<file path="src/rtl/slarb_pkg.sv">
package slarb_pkg;

   // Default geometry of the slot wheel
   localparam int unsigned SLARB_REG_W     = 32;
   localparam int unsigned SLARB_CODE_W    = 4;
   localparam int unsigned SLARB_CLIENTS   = 8;
   localparam int unsigned SLARB_NULL_CODE = 2;
   localparam int unsigned SLARB_TMR_W     = 8;
   localparam int unsigned SLARB_DIS_BIT   = 16;

   // Arbiter phase: waiting for a winner, or a grant is in force
   typedef enum logic {
      PH_IDLE = 1'b0,
      PH_HOLD = 1'b1
   } slarb_phase_e;

   // Index width that never collapses to zero bits
   function automatic int unsigned idx_w(input int unsigned n);
      return (n > 1) ? $clog2(n) : 1;
   endfunction

endpackage

</file>
<file path="src/rtl/slarb_cfg_regs.sv">
module slarb_cfg_regs #(
   parameter int unsigned REG_W      = 32,
   parameter int unsigned CODE_W     = 4,
   parameter int unsigned TMR_W      = 8,
   parameter int unsigned DIS_BIT    = 16,
   parameter logic [REG_W-1:0] RST_LO = 32'h7654_3210,
   parameter logic [REG_W-1:0] RST_HI = 32'h7654_3210,
   parameter logic [TMR_W-1:0] RST_PRESET = '1,
   parameter bit RST_DIS = 1'b1,
   localparam int unsigned SLOTS_PER_REG = REG_W / CODE_W,
   localparam int unsigned NUM_SLOTS     = 2 * SLOTS_PER_REG
) (
   input  logic                          clk,
   input  logic                          rst_n,
   input  logic                          wr_lo,
   input  logic                          wr_hi,
   input  logic                          wr_tmo,
   input  logic [REG_W-1:0]              wdata,
   output logic [NUM_SLOTS*CODE_W-1:0]   slot_codes,
   output logic [TMR_W-1:0]              preset,
   output logic                          tmr_dis
);

   logic [REG_W-1:0] tbl_lo_q;
   logic [REG_W-1:0] tbl_hi_q;
   logic [TMR_W-1:0] preset_q;
   logic             dis_q;

   always_ff @(posedge clk) begin
      if (!rst_n) begin
         tbl_lo_q <= RST_LO;
         tbl_hi_q <= RST_HI;
      end else begin
         if (wr_lo) tbl_lo_q <= wdata;
         if (wr_hi) tbl_hi_q <= wdata;
      end
   end

   always_ff @(posedge clk) begin
      if (!rst_n) begin
         preset_q <= RST_PRESET;
         dis_q    <= RST_DIS;
      end else if (wr_tmo) begin
         preset_q <= wdata[TMR_W-1:0];
         dis_q    <= wdata[DIS_BIT];
      end
   end

   // Flatten both registers into one slot-ordered vector
   for (genvar s = 0; s < SLOTS_PER_REG; s++) begin : g_lo
      assign slot_codes[s*CODE_W +: CODE_W] = tbl_lo_q[s*CODE_W +: CODE_W];
   end
   for (genvar s = 0; s < SLOTS_PER_REG; s++) begin : g_hi
      assign slot_codes[(s+SLOTS_PER_REG)*CODE_W +: CODE_W] = tbl_hi_q[s*CODE_W +: CODE_W];
   end

   assign preset  = preset_q;
   assign tmr_dis = dis_q;

endmodule

</file>
<file path="src/rtl/slarb_slot_search.sv">
module slarb_slot_search
   import slarb_pkg::*;
#(
   parameter int unsigned NUM_SLOTS   = 16,
   parameter int unsigned CODE_W      = 4,
   parameter int unsigned NUM_CLIENTS = 8,
   parameter int unsigned NULL_CODE   = 2,
   localparam int unsigned SLOT_W = idx_w(NUM_SLOTS),
   localparam int unsigned CLI_W  = idx_w(NUM_CLIENTS)
) (
   input  logic [NUM_SLOTS*CODE_W-1:0] slot_codes,
   input  logic [NUM_CLIENTS-1:0]      req,
   input  logic [SLOT_W-1:0]           base,
   output logic                        found,
   output logic [SLOT_W-1:0]           win_slot,
   output logic [CLI_W-1:0]            win_client
);

   // Per-slot qualification, independent of the starting point
   logic [NUM_SLOTS-1:0]  slot_hit;
   logic [CLI_W-1:0]      slot_cli [NUM_SLOTS];

   for (genvar s = 0; s < NUM_SLOTS; s++) begin : g_slot
      logic [CODE_W-1:0] code;
      assign code = slot_codes[s*CODE_W +: CODE_W];
      always_comb begin
         slot_hit[s] = 1'b0;
         slot_cli[s] = '0;
         for (int c = 0; c < NUM_CLIENTS; c++) begin
            if (code == CODE_W'(c) && c != NULL_CODE) begin
               slot_hit[s] = req[c];
               slot_cli[s] = CLI_W'(c);
            end
         end
      end
   end

   // Circular scan from base; the nearest qualifying slot wins
   always_comb begin
      found      = 1'b0;
      win_slot   = base;
      win_client = '0;
      for (int i = NUM_SLOTS - 1; i >= 0; i--) begin
         logic [SLOT_W-1:0] idx;
         idx = base + SLOT_W'(i);
         if (slot_hit[idx]) begin
            found      = 1'b1;
            win_slot   = idx;
            win_client = slot_cli[idx];
         end
      end
   end

endmodule

</file>
<file path="src/rtl/slarb_hold_timer.sv">
module slarb_hold_timer #(
   parameter int unsigned TMR_W    = 8,
   parameter bit          TIMER_EN = 1'b1
) (
   input  logic             clk,
   input  logic             rst_n,
   input  logic             load,
   input  logic             holding,
   input  logic [TMR_W-1:0] preset,
   input  logic             tmr_dis,
   output logic             expired
);

   if (TIMER_EN) begin : g_timer
      logic [TMR_W-1:0] cnt_q;

      always_ff @(posedge clk) begin
         if (!rst_n) begin
            cnt_q <= '0;
         end else if (load) begin
            cnt_q <= preset;
         end else if (holding && cnt_q != '0) begin
            cnt_q <= cnt_q - 1'b1;
         end
      end

      assign expired = holding && !tmr_dis && (cnt_q == '0);
   end else begin : g_no_timer
      logic unused_in;
      assign unused_in = ^{clk, rst_n, load, holding, preset, tmr_dis};
      assign expired   = 1'b0;
   end

endmodule

</file>
<file path="src/rtl/slice_wheel_arbiter.sv">
module slice_wheel_arbiter
   import slarb_pkg::*;
#(
   parameter int unsigned REG_W       = SLARB_REG_W,
   parameter int unsigned CODE_W      = SLARB_CODE_W,
   parameter int unsigned NUM_CLIENTS = SLARB_CLIENTS,
   parameter int unsigned NULL_CODE   = SLARB_NULL_CODE,
   parameter int unsigned TMR_W       = SLARB_TMR_W,
   parameter int unsigned DIS_BIT     = SLARB_DIS_BIT,
   parameter bit          TIMER_EN    = 1'b1,
   parameter logic [REG_W-1:0] RST_LO = 32'h7654_3210,
   parameter logic [REG_W-1:0] RST_HI = 32'h7654_3210,
   localparam int unsigned SLOTS_PER_REG = REG_W / CODE_W,
   localparam int unsigned NUM_SLOTS     = 2 * SLOTS_PER_REG,
   localparam int unsigned SLOT_W        = idx_w(NUM_SLOTS),
   localparam int unsigned CLI_W         = idx_w(NUM_CLIENTS)
) (
   input  logic                   clk,
   input  logic                   rst_n,
   input  logic                   wr_lo,
   input  logic                   wr_hi,
   input  logic                   wr_tmo,
   input  logic [REG_W-1:0]       wdata,
   input  logic [NUM_CLIENTS-1:0] req,
   input  logic                   done,
   output logic [NUM_CLIENTS-1:0] grant,
   output logic [SLOT_W-1:0]      slot_idx
);

   // Elaboration-time parameter checks
   if (REG_W % CODE_W != 0) begin : g_chk_pack
      $error("table register width must hold a whole number of slot codes");
   end
   if (NUM_CLIENTS > (1 << CODE_W)) begin : g_chk_codes
      $error("slot code too narrow to name every client");
   end
   if (NULL_CODE >= NUM_CLIENTS) begin : g_chk_null
      $error("empty-slot code must lie inside the client code range");
   end
   if (DIS_BIT >= REG_W || TMR_W > DIS_BIT) begin : g_chk_tmr
      $error("timer fields overlap or exceed the register width");
   end
   if ((1 << SLOT_W) != NUM_SLOTS) begin : g_chk_pow2
      $error("slot count must be a power of two for pointer wrap");
   end

   logic [NUM_SLOTS*CODE_W-1:0] slot_codes;
   logic [TMR_W-1:0]            preset;
   logic                        tmr_dis;

   slarb_cfg_regs #(
      .REG_W     (REG_W),
      .CODE_W    (CODE_W),
      .TMR_W     (TMR_W),
      .DIS_BIT   (DIS_BIT),
      .RST_LO    (RST_LO),
      .RST_HI    (RST_HI),
      .RST_PRESET('1),
      .RST_DIS   (1'b1)
   ) i_cfg (
      .clk       (clk),
      .rst_n     (rst_n),
      .wr_lo     (wr_lo),
      .wr_hi     (wr_hi),
      .wr_tmo    (wr_tmo),
      .wdata     (wdata),
      .slot_codes(slot_codes),
      .preset    (preset),
      .tmr_dis   (tmr_dis)
   );

   slarb_phase_e           phase_q;
   logic [SLOT_W-1:0]      ptr_q;
   logic [NUM_CLIENTS-1:0] grant_q;
   logic                   expired;
   logic                   release_now;
   logic                   evaluate;
   logic [SLOT_W-1:0]      base;
   logic                   found;
   logic [SLOT_W-1:0]      win_slot;
   logic [CLI_W-1:0]       win_client;
   logic                   take;

   assign release_now = (phase_q == PH_HOLD) && (done || expired);
   assign evaluate    = (phase_q == PH_IDLE) || release_now;
   assign base        = release_now ? ptr_q + 1'b1 : ptr_q;
   assign take        = evaluate && found;

   slarb_slot_search #(
      .NUM_SLOTS  (NUM_SLOTS),
      .CODE_W     (CODE_W),
      .NUM_CLIENTS(NUM_CLIENTS),
      .NULL_CODE  (NULL_CODE)
   ) i_search (
      .slot_codes(slot_codes),
      .req       (req),
      .base      (base),
      .found     (found),
      .win_slot  (win_slot),
      .win_client(win_client)
   );

   slarb_hold_timer #(
      .TMR_W   (TMR_W),
      .TIMER_EN(TIMER_EN)
   ) i_timer (
      .clk    (clk),
      .rst_n  (rst_n),
      .load   (take),
      .holding(phase_q == PH_HOLD),
      .preset (preset),
      .tmr_dis(tmr_dis),
      .expired(expired)
   );

   always_ff @(posedge clk) begin
      if (!rst_n) begin
         phase_q <= PH_IDLE;
         ptr_q   <= '0;
         grant_q <= '0;
      end else if (take) begin
         phase_q <= PH_HOLD;
         ptr_q   <= win_slot;
         grant_q <= NUM_CLIENTS'(1) << win_client;
      end else if (release_now) begin
         phase_q <= PH_IDLE;
         ptr_q   <= ptr_q + 1'b1;
         grant_q <= '0;
      end
   end

   assign grant    = grant_q;
   assign slot_idx = ptr_q;

endmodule

</file>
<file path="config.mk">
export PLATFORM = sky130hd
export DESIGN_NAME = slice_wheel_arbiter
export DESIGN_NICKNAME = d
export VERILOG_FILES = /design/src/rtl/slarb_pkg.sv /design/src/rtl/slarb_cfg_regs.sv /design/src/rtl/slarb_slot_search.sv /design/src/rtl/slarb_hold_timer.sv /design/src/rtl/slice_wheel_arbiter.sv
export SDC_FILE = /design/constraint.sdc
export NUM_CORES = 1
export LEC_CHECK = 0
export BUFFER_PORTS_ARGS = -buffer_cell sky130_fd_sc_hd__clkbuf_2
export CORE_ASPECT_RATIO = 0.6
export CORE_MARGIN = 2
export CORE_UTILIZATION = 26
export DETAILED_ROUTE_END_ITERATION = 6
export MAX_ROUTING_LAYER = met4
export REMOVE_ABC_BUFFERS = 1
export SLEW_MARGIN = 20
export SYNTH_ARGS = -nofsm -noshare
export SYNTH_HDL_FRONTEND = slang
export SYNTH_SLANG_ARGS = --single-unit
</file>
<file path="constraint.sdc">
create_clock -name clk -period 5.75 [get_ports clk]
set_input_delay 0.575 -clock clk [delete_from_list [all_inputs] [get_ports clk]]
set_output_delay 0.575 -clock clk [all_outputs]
set_load 0.02 [all_outputs]
</file>
# Word level (Yosys, flattened, before mapping)

Index checks and enable logic that the tools add are counted.

Register bits after elaboration: 94
Output and inout bits: 12
Word-level logic and storage cells: 543

Add/sub/neg operators: 17
$lt $le $gt $ge: 32
Equality and inequality tests: 96
Shifts and indexed selects: 1
Mux-type cells: 344
Bitwise logic cells: 17
Reduce and logical (&&, ||, !) cells: 28

Operators by type and width:

| cell                                                                         | count |
|---|---|
| 3-bit two-way mux                                                            | 121 |
| 4-bit by 3-bit equality test with 1-bit output, second input constant        | 64 |
| 3-bit binary-select mux with 4-bit select                                    | 16 |
| 1-bit two-way mux                                                            | 162 |
| 5-bit greater-or-equal comparator, second input constant                     | 16 |
| 4-bit by 5-bit less-than comparator with 1-bit output, second input constant | 16 |
| 4-bit inverter with 5-bit output                                             | 16 |
| 4-bit two-way mux                                                            | 18 |
| 1-bit binary-select mux with 4-bit select                                    | 16 |
| 4-bit by 1-bit equality test with 1-bit output, second input constant        | 16 |
| 4-bit by 2-bit equality test with 1-bit output, second input constant        | 16 |
| 4-bit zero test                                                              | 16 |
| 4-bit adder, second input constant                                           | 8 |
| 8-bit two-way mux                                                            | 4 |
| 4-bit by 3-bit adder with 4-bit output, second input constant                | 4 |
| 2-bit two-way mux                                                            | 7 |
| 4-bit by 1-bit adder with 4-bit output, second input constant                | 2 |
| 4-bit by 2-bit adder with 4-bit output, second input constant                | 2 |
| 8-bit zero test                                                              | 1 |
| 8-bit nonzero test                                                           | 1 |
| 1-bit by 3-bit left shift with 8-bit output, first input constant            | 1 |
| 8-bit by 1-bit subtractor with 8-bit output, second input constant           | 1 |
| 1-bit logical AND                                                            | 5 |
| 2-bit nonzero test                                                           | 2 |
| other kinds (3)                                                              | 4 |

# Depth between registers and ports, before layout

Gate-level depths: netlist (run 1).

Depth after elaboration: 29
Depth in mapped cells: 25
Mapped depth without buffers: 17

# By module

A second synthesis (run 1) with hierarchy kept.

Cell total of the unflattened synthesis: 1206
Area, all modules: 10385.0 µm²

By module, submodules not included:

| module              | instances | cells each | area each (µm²) | seq. area each (µm²) |
|---|---|---|---|---|
| slarb_slot_search   | 1         | 856        | 6615.1          | 0.0 |
| slarb_cfg_regs      | 1         | 236        | 2735.1          | 1461.4 |
| slice_wheel_arbiter | 1         | 54         | 564.3           | 260.2 |
| slarb_hold_timer    | 1         | 60         | 470.5           | 160.2 |

# Least setup slack after synthesis (run 1)

OpenSTA, ideal clock, no wires.

Path type: register to register
Start: register ptr_q[1] (netlist: slot_idx[1])
End: register grant_q[4] (netlist: grant[4])
Library setup time: 0.101 ns
Arrival: 5.737 ns
Data required time: 5.649 ns
Setup slack: -0.088 ns
Stages on the path, launching flop included: 20
Buffers on the path: 6
Cells stage by stage: dfxtp_1 clkbuf_1 inv_1 a211o_2 o211a_1 inv_1 buf_2 buf_1 clkbuf_1 buf_1 ha_1 inv_1 clkbuf_1 mux4_2 mux4_2 or4_1 a21oi_2 a31oi_1 or2_1 o41ai_1

Word-level cells in the longest chain between the ends: 25
Elaborated cells on any way between the ends: 149
Those cells by class: add/sub: 16; shift: 1; mux: 114; bitwise: 16; reduce/logical: 2

RTL lines:

| what                                                   | line                       | source |
|---|---|---|
| start: declaration                                     | slice_wheel_arbiter.sv:73  | `logic [SLOT_W-1:0] ptr_q;` |
| start signal: assignment                               | slice_wheel_arbiter.sv:123 | `ptr_q <= win_slot;` |
| start signal: assignment                               | slice_wheel_arbiter.sv:127 | `ptr_q <= ptr_q + 1'b1;` |
| 4-bit by 1-bit adder with 4-bit output                 | slice_wheel_arbiter.sv:86  | `assign base = release_now ? ptr_q + 1'b1 : ptr_q;` |
| 4-bit two-way mux (*)                                  | -                          |  |
| 4-bit adder                                            | slarb_slot_search.sv:45    | `idx = base + SLOT_W'(i);` |
| 4-bit inverter with 5-bit output (not written as such) | slarb_slot_search.sv:49    | `win_client = slot_cli[idx];` |
| 3-bit binary-select mux with 4-bit select              | slarb_slot_search.sv:49    |  |
| 3-bit two-way mux (not written as such) (2 in a row)   | slarb_slot_search.sv:49    |  |
| 3-bit two-way mux (16 in a row)                        | slarb_slot_search.sv:46    | `if (slot_hit[idx]) begin` |
| 1-bit by 3-bit left shift with 8-bit output            | slice_wheel_arbiter.sv:124 | `grant_q <= NUM_CLIENTS'(1) << win_client;` |
| 8-bit two-way mux                                      | slice_wheel_arbiter.sv:121 | `end else if (take) begin` |
| end signal: assignment                                 | slice_wheel_arbiter.sv:124 |  |
| end: declaration                                       | slice_wheel_arbiter.sv:74  | `logic [NUM_CLIENTS-1:0] grant_q;` |

Every way passes the cells marked *; elsewhere a longest branch is shown, timed or not. The select of a mux whose other input is x is not followed.
A chain may end at the register's enable or synchronous reset.

# Worst setup path in the final report (run 1)

Start: register i_timer.g_timer.cnt_q[0]
End: register grant_q[6] (netlist: grant[6])

Word-level cells in the longest chain between the ends: 28
Elaborated cells on any way between the ends: 153
Those cells by class: add/sub: 15; shift: 1; mux: 114; bitwise: 16; reduce/logical: 7

RTL lines:

| what                                                   | line                       | source |
|---|---|---|
| start: declaration                                     | slarb_hold_timer.sv:15     | `logic [TMR_W-1:0] cnt_q;` |
| start signal: assignment                               | slarb_hold_timer.sv:21     | `cnt_q <= preset;` |
| start signal: assignment                               | slarb_hold_timer.sv:23     | `cnt_q <= cnt_q - 1'b1;` |
| 8-bit zero test (*)                                    | slarb_hold_timer.sv:27     | `assign expired = holding && !tmr_dis && (cnt_q == '0);` |
| 1-bit logical AND (*)                                  | slarb_hold_timer.sv:27     |  |
| 1-bit logical OR (*)                                   | slice_wheel_arbiter.sv:84  | `assign release_now = (phase_q == PH_HOLD) && (done \|\| expired);` |
| 1-bit logical AND (*)                                  | slice_wheel_arbiter.sv:84  |  |
| 4-bit two-way mux                                      | -                          |  |
| 4-bit adder                                            | slarb_slot_search.sv:45    |  |
| 4-bit inverter with 5-bit output (not written as such) | slarb_slot_search.sv:49    |  |
| 3-bit binary-select mux with 4-bit select              | slarb_slot_search.sv:49    |  |
| 3-bit two-way mux (not written as such) (2 in a row)   | slarb_slot_search.sv:49    |  |
| 3-bit two-way mux (16 in a row)                        | slarb_slot_search.sv:46    |  |
| 1-bit by 3-bit left shift with 8-bit output            | slice_wheel_arbiter.sv:124 |  |
| 8-bit two-way mux                                      | slice_wheel_arbiter.sv:121 |  |

Marks and branches as above.

==> out/results.tsv, run 1 <==
stage	metric	value	unit
logic_synthesis	synth top area cells	mux4_2 16%, dfxtp_1 16%, mux2i_1 15%	
floorplan	die area	48260	um^2
grt	first-pass GRT wire length	87580	um
clocking	setup bufs post-CTS	0	
worst_setup_path	WS Path Type	reg2reg	
logic_synthesis	cell accounting for the most synthesized area	mux4_2	
sta	RSZ-0062 raised after global routing	no	
min_path	Hold/Removal Path Class	in2reg	
power	Pwr Density	736.1	nW/um^2
grt	all-layer global routing usage	26.15	%
worst_setup_path	Worst R2R Start	i_timer.g_timer.cnt_q[0]	
worst_setup_path	FF-to-FF path depth	16	
clocking	Worst-Skew Late Latency	0.38	ns
finish	post-layout util	29.58	%
min_path	Min-Delay Endpoint	i_cfg.tbl_lo_q[29]	
route	vias	13021	
worst_setup_path	worst setup path startpoint	i_timer.g_timer.cnt_q[0]	
min_path	Hold Crit Start	wdata[29]	
floorplan	Core Area	46100	um^2
grt	number of global-route vias before repair	11785	
clocking	clk root buf	clkbuf_16	
logic_synthesis	Main synth FF type	dfxtp_1	
power	Net Switching	5981	uW
route	First-pass DRT Iterations	5	
outcome	outcome	complete, no violations	
worst_setup_path	critical path fanouts, max	13	
finish	P&R area growth vs syn	12.87	%
sta	Tcrit/Tclk final	95.01	%
place	dpl cell area	13320	um^2
power	combinational power share	85.8	%
place	GP Congestion	1.074	
min_path	hold path cells	3	
floorplan	std cell rows	61	
logic_synthesis	Post-synth EDFFs	0	
route	Residual DRC	0	
worst_setup_path	Req. time, crit path	6.02	ns
worst_setup_path	capture point of the worst reg-to-reg path	grant[6]	
sta	Final Setup Violations	0	
power	internal power	4057	uW
worst_setup_path	startpoint types	flop	
clocking	CTS tree	done	
grt	initial antenna violation count	3	
power	sequential share of power	7.8	%
finish	Fill cells	4946	
logic_synthesis	Post-Synthesis Cells	1486	
worst_setup_path	Worst R2R Setup Slack	0.29	ns
finish	final instance area	13640	um^2
place	placed cell count	2147	
logic_synthesis	sequential share of the synthesized area	15.58	%
finish	Nets	1584	
sta	Final Skew	0.01178	ns
route	WL per Instance	28.38	um
place	PortBufs	56	
clocking	Max Buffers Root-to-Sink	2	
sta	post-route minimum period	5.463	ns
route	Initial DRC Count	1945	
clocking	CTS H-tree depth	3	
worst_setup_path	Worst Path Arrival	5.73	ns
power	Leakage	0.005368	uW
place	hpwl dp	50210	um
finish	Antenna Cells	0	
floorplan	Die Wd	282.3	um
grt	grt total ovfl	0	
power	Switching Fraction	59.58	%
power	Clk pwr share	6.5	%
power	maximum vdd drop	288.3	uV
sta	final count of pins violating max slew	0	
finish	Post-Layout Cell Count	2163	
logic_synthesis	share of the synthesized area in the top cell type	15.66	%
route	Routed Antenna Nets	0	
clocking	clock sink total	94	
floorplan	Starting Density	26.21	%
clocking	total CTS buffers	9	
logic_synthesis	Cell Area, Synth	12080	um^2
worst_setup_path	crit end category	flop	
sta	final hold vios	0	
finish	share of layout cells above drive strength 1	19.24	%
logic_synthesis	Netlist cell types	92	
route	Vias/cell	6.020	
floorplan	Die H	171.0	um
logic_synthesis	YS warnings	0	
logic_synthesis	asr flop ratio synth	0	%
grt	pin count of the biggest net entering global routing	55	
floorplan	I/O pin total	58	
sta	Max Fclk	183.0	MHz
route	Routed Wire Length	61380	um
logic_synthesis	Synth Register Bits	94	
sta	Worst Max-Slew Pin Slew	1.142	ns
sta	max_slew headroom	21.89	%
flow_run	Max-cap violations	0	
clocking	Clk pin slew, worst setup/hold paths	0.08	ns
logic_synthesis	syn_area_per_cell	8.130	um^2
state kept, by name, indices dropped and copies added (netlist names):
| signal | count |
|---|---|
| i_cfg.tbl_hi_q | 32 |
| i_cfg.tbl_lo_q | 32 |
| grant | 8 |
| i_cfg.preset | 8 |
| i_timer.g_timer.cnt_q | 8 |
| slot_idx | 4 |
| i_cfg.tmr_dis | 1 |
| phase_q | 1 |
kinds of logic after synthesis:
logic type	after synthesis	share of synthesized area (%)
buffers and inverters	144	5.468
AOI/OAI and AO/OA	355	20.14
DFF	94	15.58
and+or+nand+nor	568	21.82
adders and majority gates	10	1.036
xor gates and xnor gates	23	1.916
muxes	292	34.04
placed cells by master (no fill, tap or decap), drive strengths merged, types with 7 or more instances in the layout:
cell     count
nor2       193
mux2i      184
nand2      165
dfxtp       94
o21ai       94
mux4        91
buf         84
clkbuf      65
a21oi       58
nand3       48
inv         39
nand2b      34
nor3        30
a31oi       29
nor2b       29
a211oi      26
o211ai      25
xnor2       22
and3        19
mux2        17
ha          10
a21boi      10
or3          9
o22ai        8
a211o        8
a221oi       7
o221ai       7
o2111ai      7
o311ai       7
nor4         7
or2          7
critical path, stage by stage, from the launching register on:
cell	delay, ns
dfxtp_1	0.30
inv_1	0.12
ha_1	0.20
nor4b_4	0.43
a21oi_2	0.18
o211a_1	0.28
inv_2	0.06
ha_1	0.23
inv_1	0.54
buf_4	0.33
mux4_2	0.42
mux4_2	0.66
or4_1	0.59
a21oi_2	0.19
a31oi_1	0.13
or2_1	0.31
o41ai_1	0.36
stage by stage:
| stage | power, uW | hold WS (ns) | setup WS, ns | TNS, ns |
|---|---|---|---|---|
| 3_5_place_dp | 8985 | 0.4476 | 0.3871 | 0 |
| 2_1_floorplan | 5661 | 0.4394 | -1.614 | -29.09 |
| 5_1_grt | 10430 | 0.4164 | 0.02293 | 0 |
| 6_report | 10040 | 0.4260 | 0.2869 | 0 |
| 3_3_place_gp | 9043 | 0.4360 | 0.4199 | 0 |
| 4_1_cts | 9661 | 0.4137 | 0.3253 | 0 |
worst max-delay path by stage:
stage,endpoint,cells after the start
detailed placement,grant[6],17
global placement,grant[4],16
CTS,grant[6],17
floorplan,grant[4],13
global route,grant[4],16
finish,grant[6],16
Yosys cell counts (all sizes together), types with 17 or more instances:
cell type,count
xnor2,22
nor2,193
inv,35
buf,50
clkbuf,59
mux2,17
mux4,91
mux2i,184
a21oi,58
and3,19
a31oi,29
nor3,30
nor2b,29
dfxtp,94
o211ai,25
nand2b,34
o21ai,94
nand3,48
a211oi,26
nand2,165
per-layer routing:
metal | global-route usage (%) | wire length, um | up-vias
li1 | - | - | 5685
met4 | 3.520 | 691 | 0
met1 | 39.38 | 29520 | 6471
met5 | - | 0 | -
met3 | 10.91 | 9136 | 42
met2 | 31.68 | 22030 | 823
final cells by class:
cell class	instances	area, um^2	share of cell area [%]
clock buffer	9	225.2	1.652
sequential	94	1882	13.80
multi-input combinational	1248	9582	70.26
clock inverter	7	77.57	0.5689
tap	630	788.3	5.780
timing repair buffer	140	948.4	6.955
inverter	35	133.9	0.9817
timing repair:
item	4_1_cts	5_1_grt
hold endpoints to repair	0	0
hold buffers	0	0
resized for setup	0	1
endpoints found under the setup margin	0	3
power by group through the flow:
stage | combinational (uW) | sequential [uW] | clock [uW]
detailed placement | 8190 | 794 | 0
global route | 8950 | 789 | 689
floorplan | 4850 | 806 | 0
global placement | 8250 | 790 | 0
CTS | 8220 | 778 | 663
finish | 8610 | 779 | 650
No activity file was read; power rests on OpenSTA's default activity.
==> run 2, diff against run 1 <==
Settings changed: BUFFER_PORTS_ARGS -buffer_cell sky130_fd_sc_hd__clkbuf_2 to default, DONT_BUFFER_PORTS from default to 1, MAX_ROUTING_LAYER met4 to default, PLACE_DENSITY from default to 0.39.
==> run 2 against run 1 <==
  * Critical path type unchanged
  * Sequential power rose by 2.6%
  * Core utilization fell by 0.52 points
  * Global-route usage rose by 0.082 points
  * First-iteration DRC count fell by 15%
  * Fmax barely moved
  * Combinational power barely moved
  * Die area did not move
  * Sequential cell count did not move
  * Final area fell by 1.8%
  * Clock skew fell by 0.0013 ns
  * Via count fell by 2.6%
==> out/results.tsv, run 2 (synthesis gave the netlist of run 1 again) <==
stage	metric	value	unit
power	Net Switching	5966	uW
finish	Multi-input gate area	9567	um^2
clocking	Clk pin slew, worst setup/hold paths	0.07	ns
worst_setup_path	critical path fanouts, max	35	
finish	Largest regs	i_cfg.tbl_hi_q x32, i_cfg.tbl_lo_q x32	
grt	pin count of the biggest net entering global routing	38	
finish	most frequent cells in the layout	192 x nor2_1, 184 x mux2i_1, 165 x nand2_1, 94 x dfxtp_1, 88 x o21ai_0	
route	Vias/cell	6.013	
place	GP Congestion	1.007	
grt	number of global-route vias before repair	11654	
power	Clk pwr share	6.5	%
sta	Max Fclk	183.1	MHz
finish	Fill cells	5000	
clocking	clock sink total	94	
place	dpl cell area	13080	um^2
power	internal power	4068	uW
finish	Nets	1527	
sta	RSZ-0062 raised after global routing	no	
worst_setup_path	Req. time, crit path	6.04	ns
worst_setup_path	CP max stage delay	0.87	ns
floorplan	std cell rows	61	
place	PortBufs	0	
sta	Tcrit/Tclk final	94.98	%
worst_setup_path	CP top delay family	compound AO/OA/AOI/OAI gates	
sta	Final Skew	0.01050	ns
floorplan	Core Area	46100	um^2
finish	most common cell after layout, fill and taps aside	nor2_1	
finish	Reg area	1882	um^2
sta	post-route minimum period	5.461	ns
clocking	total CTS buffers	9	
sta	Worst Max-Slew Pin Slew	1.242	ns
power	Leakage	0.005124	uW
worst_setup_path	crit path buf inv count	3	
min_path	Hold/Removal Path Class	in2reg	
power	Pwr Density	749.0	nW/um^2
floorplan	Starting Density	26.21	%
power	combinational power share	85.5	%
floorplan	I/O pin total	58	
route	vias	12687	
flow_run	Max-cap violations	0	
grt	all-layer global routing usage	26.23	%
sta	max_slew headroom	17.02	%
worst_setup_path	crit path cell chain	inv_1 -> ha_1 -> nor4b_4 -> a21oi_2 -> a211oi_4 -> inv_2 -> buf_12 -> xnor2_1 -> mux4_2 -> nor2_1 -> a211oi_1 -> o2111ai_1 -> or3_1 -> nor3_2 -> o21ai_1 -> o31ai_1	
worst_setup_path	crit end category	flop	
place	hpwl dp	50780	um
clocking	setup bufs post-CTS	0	
power	maximum vdd drop	212.5	uV
outcome	outcome	complete, no violations	
sta	final hold vios	0	
route	Residual DRC	0	
sta	setup TNS	0	ns
clocking	Worst-Skew Late Latency	0.38	ns
route	Routed Antenna Nets	0	
sta	Final Setup Violations	0	
finish	share of layout cells above drive strength 1	15.99	%
clocking	CTS H-tree depth	3	
finish	P&R area growth vs syn	10.88	%
route	Routed Wire Length	62900	um
floorplan	Die Wd	282.3	um
route	Initial DRC Count	1645	
grt	grt total ovfl	0	
floorplan	Die H	171.0	um
clocking	clk root buf	clkbuf_16	
power	Switching Fraction	59.46	%
clocking	Max Buffers Root-to-Sink	2	
power	sequential share of power	8.0	%
sta	final count of pins violating max slew	0	
worst_setup_path	CP max stage cell	xnor2_1	
route	WL per Instance	29.81	um
floorplan	die area	48260	um^2
worst_setup_path	startpoint types	flop	
route	First-pass DRT Iterations	5	
grt	first-pass GRT wire length	89810	um
clocking	post-CTS sizing	0	
worst_setup_path	Worst Path Arrival	5.75	ns
grt	initial antenna violation count	4	
worst_setup_path	WS Path Type	reg2reg	
clocking	hold_buf cts	0	
clocking	CTS tree	done	
finish	final instance area	13400	um^2
## run 2: cell type report
class                   instances  share of cell area [%]
flip-flops and latches         94                   14.05
multi-input cells            1248                   71.41
well taps                     630                   5.884
inverters                      35                  0.9993
clock buffers                   9                   1.681
diodes                          4                 0.07472
repair buffers                 83                   5.305
clock inverters                 7                  0.5977
## run 2: per-layer routing
layer	up-vias	GRT usage [%]	share of wire, %
li1	5574	-	-
met1	6328	40.49	49
met2	740	33.12	36
met3	45	11.16	14
met4	0	3.497	0.85
met5	-	0	0
## run 2: path summary, 6_finish.rpt
path	from	end	slack, ns	depth (start not counted)
min reg2reg	i_cfg.preset[3]	i_cfg.preset[3]	0.49	2
max	i_timer.g_timer.cnt_q[0]	grant[5]	0.29	16
max reg2reg	i_timer.g_timer.cnt_q[0]	grant[5]	0.29	16
min	rst_n	i_cfg.tbl_hi_q[9]	0.27	1
## run 2: power groups by stage
| stage | clock network [uW] | logic, uW | registers (uW) |
|---|---|---|---|
| 3_5_place_dp | 0 | 8180 | 815 |
| 4_1_cts | 679 | 8210 | 800 |
| 3_3_place_gp | 0 | 8250 | 812 |
| 2_1_floorplan | 0 | 4850 | 806 |
| 6_report | 654 | 8580 | 799 |
| 5_1_grt | 701 | 8950 | 810 |
## run 2: per-stage QoR
stage	power (uW)	utilization [%]	setup WS, ns	std cells	hold slack, ns
detailed placement	8991	28.38	0.3962	2090	0.4658
global placement	9059	28.38	0.3391	2090	0.4590
finish	10030	29.06	0.2885	2110	0.2669
global route	10460	29.04	0.04036	2106	0.2498
CTS	9689	29.04	0.3484	2106	0.2399
floorplan	5661	-	-1.614	1377	0.4394
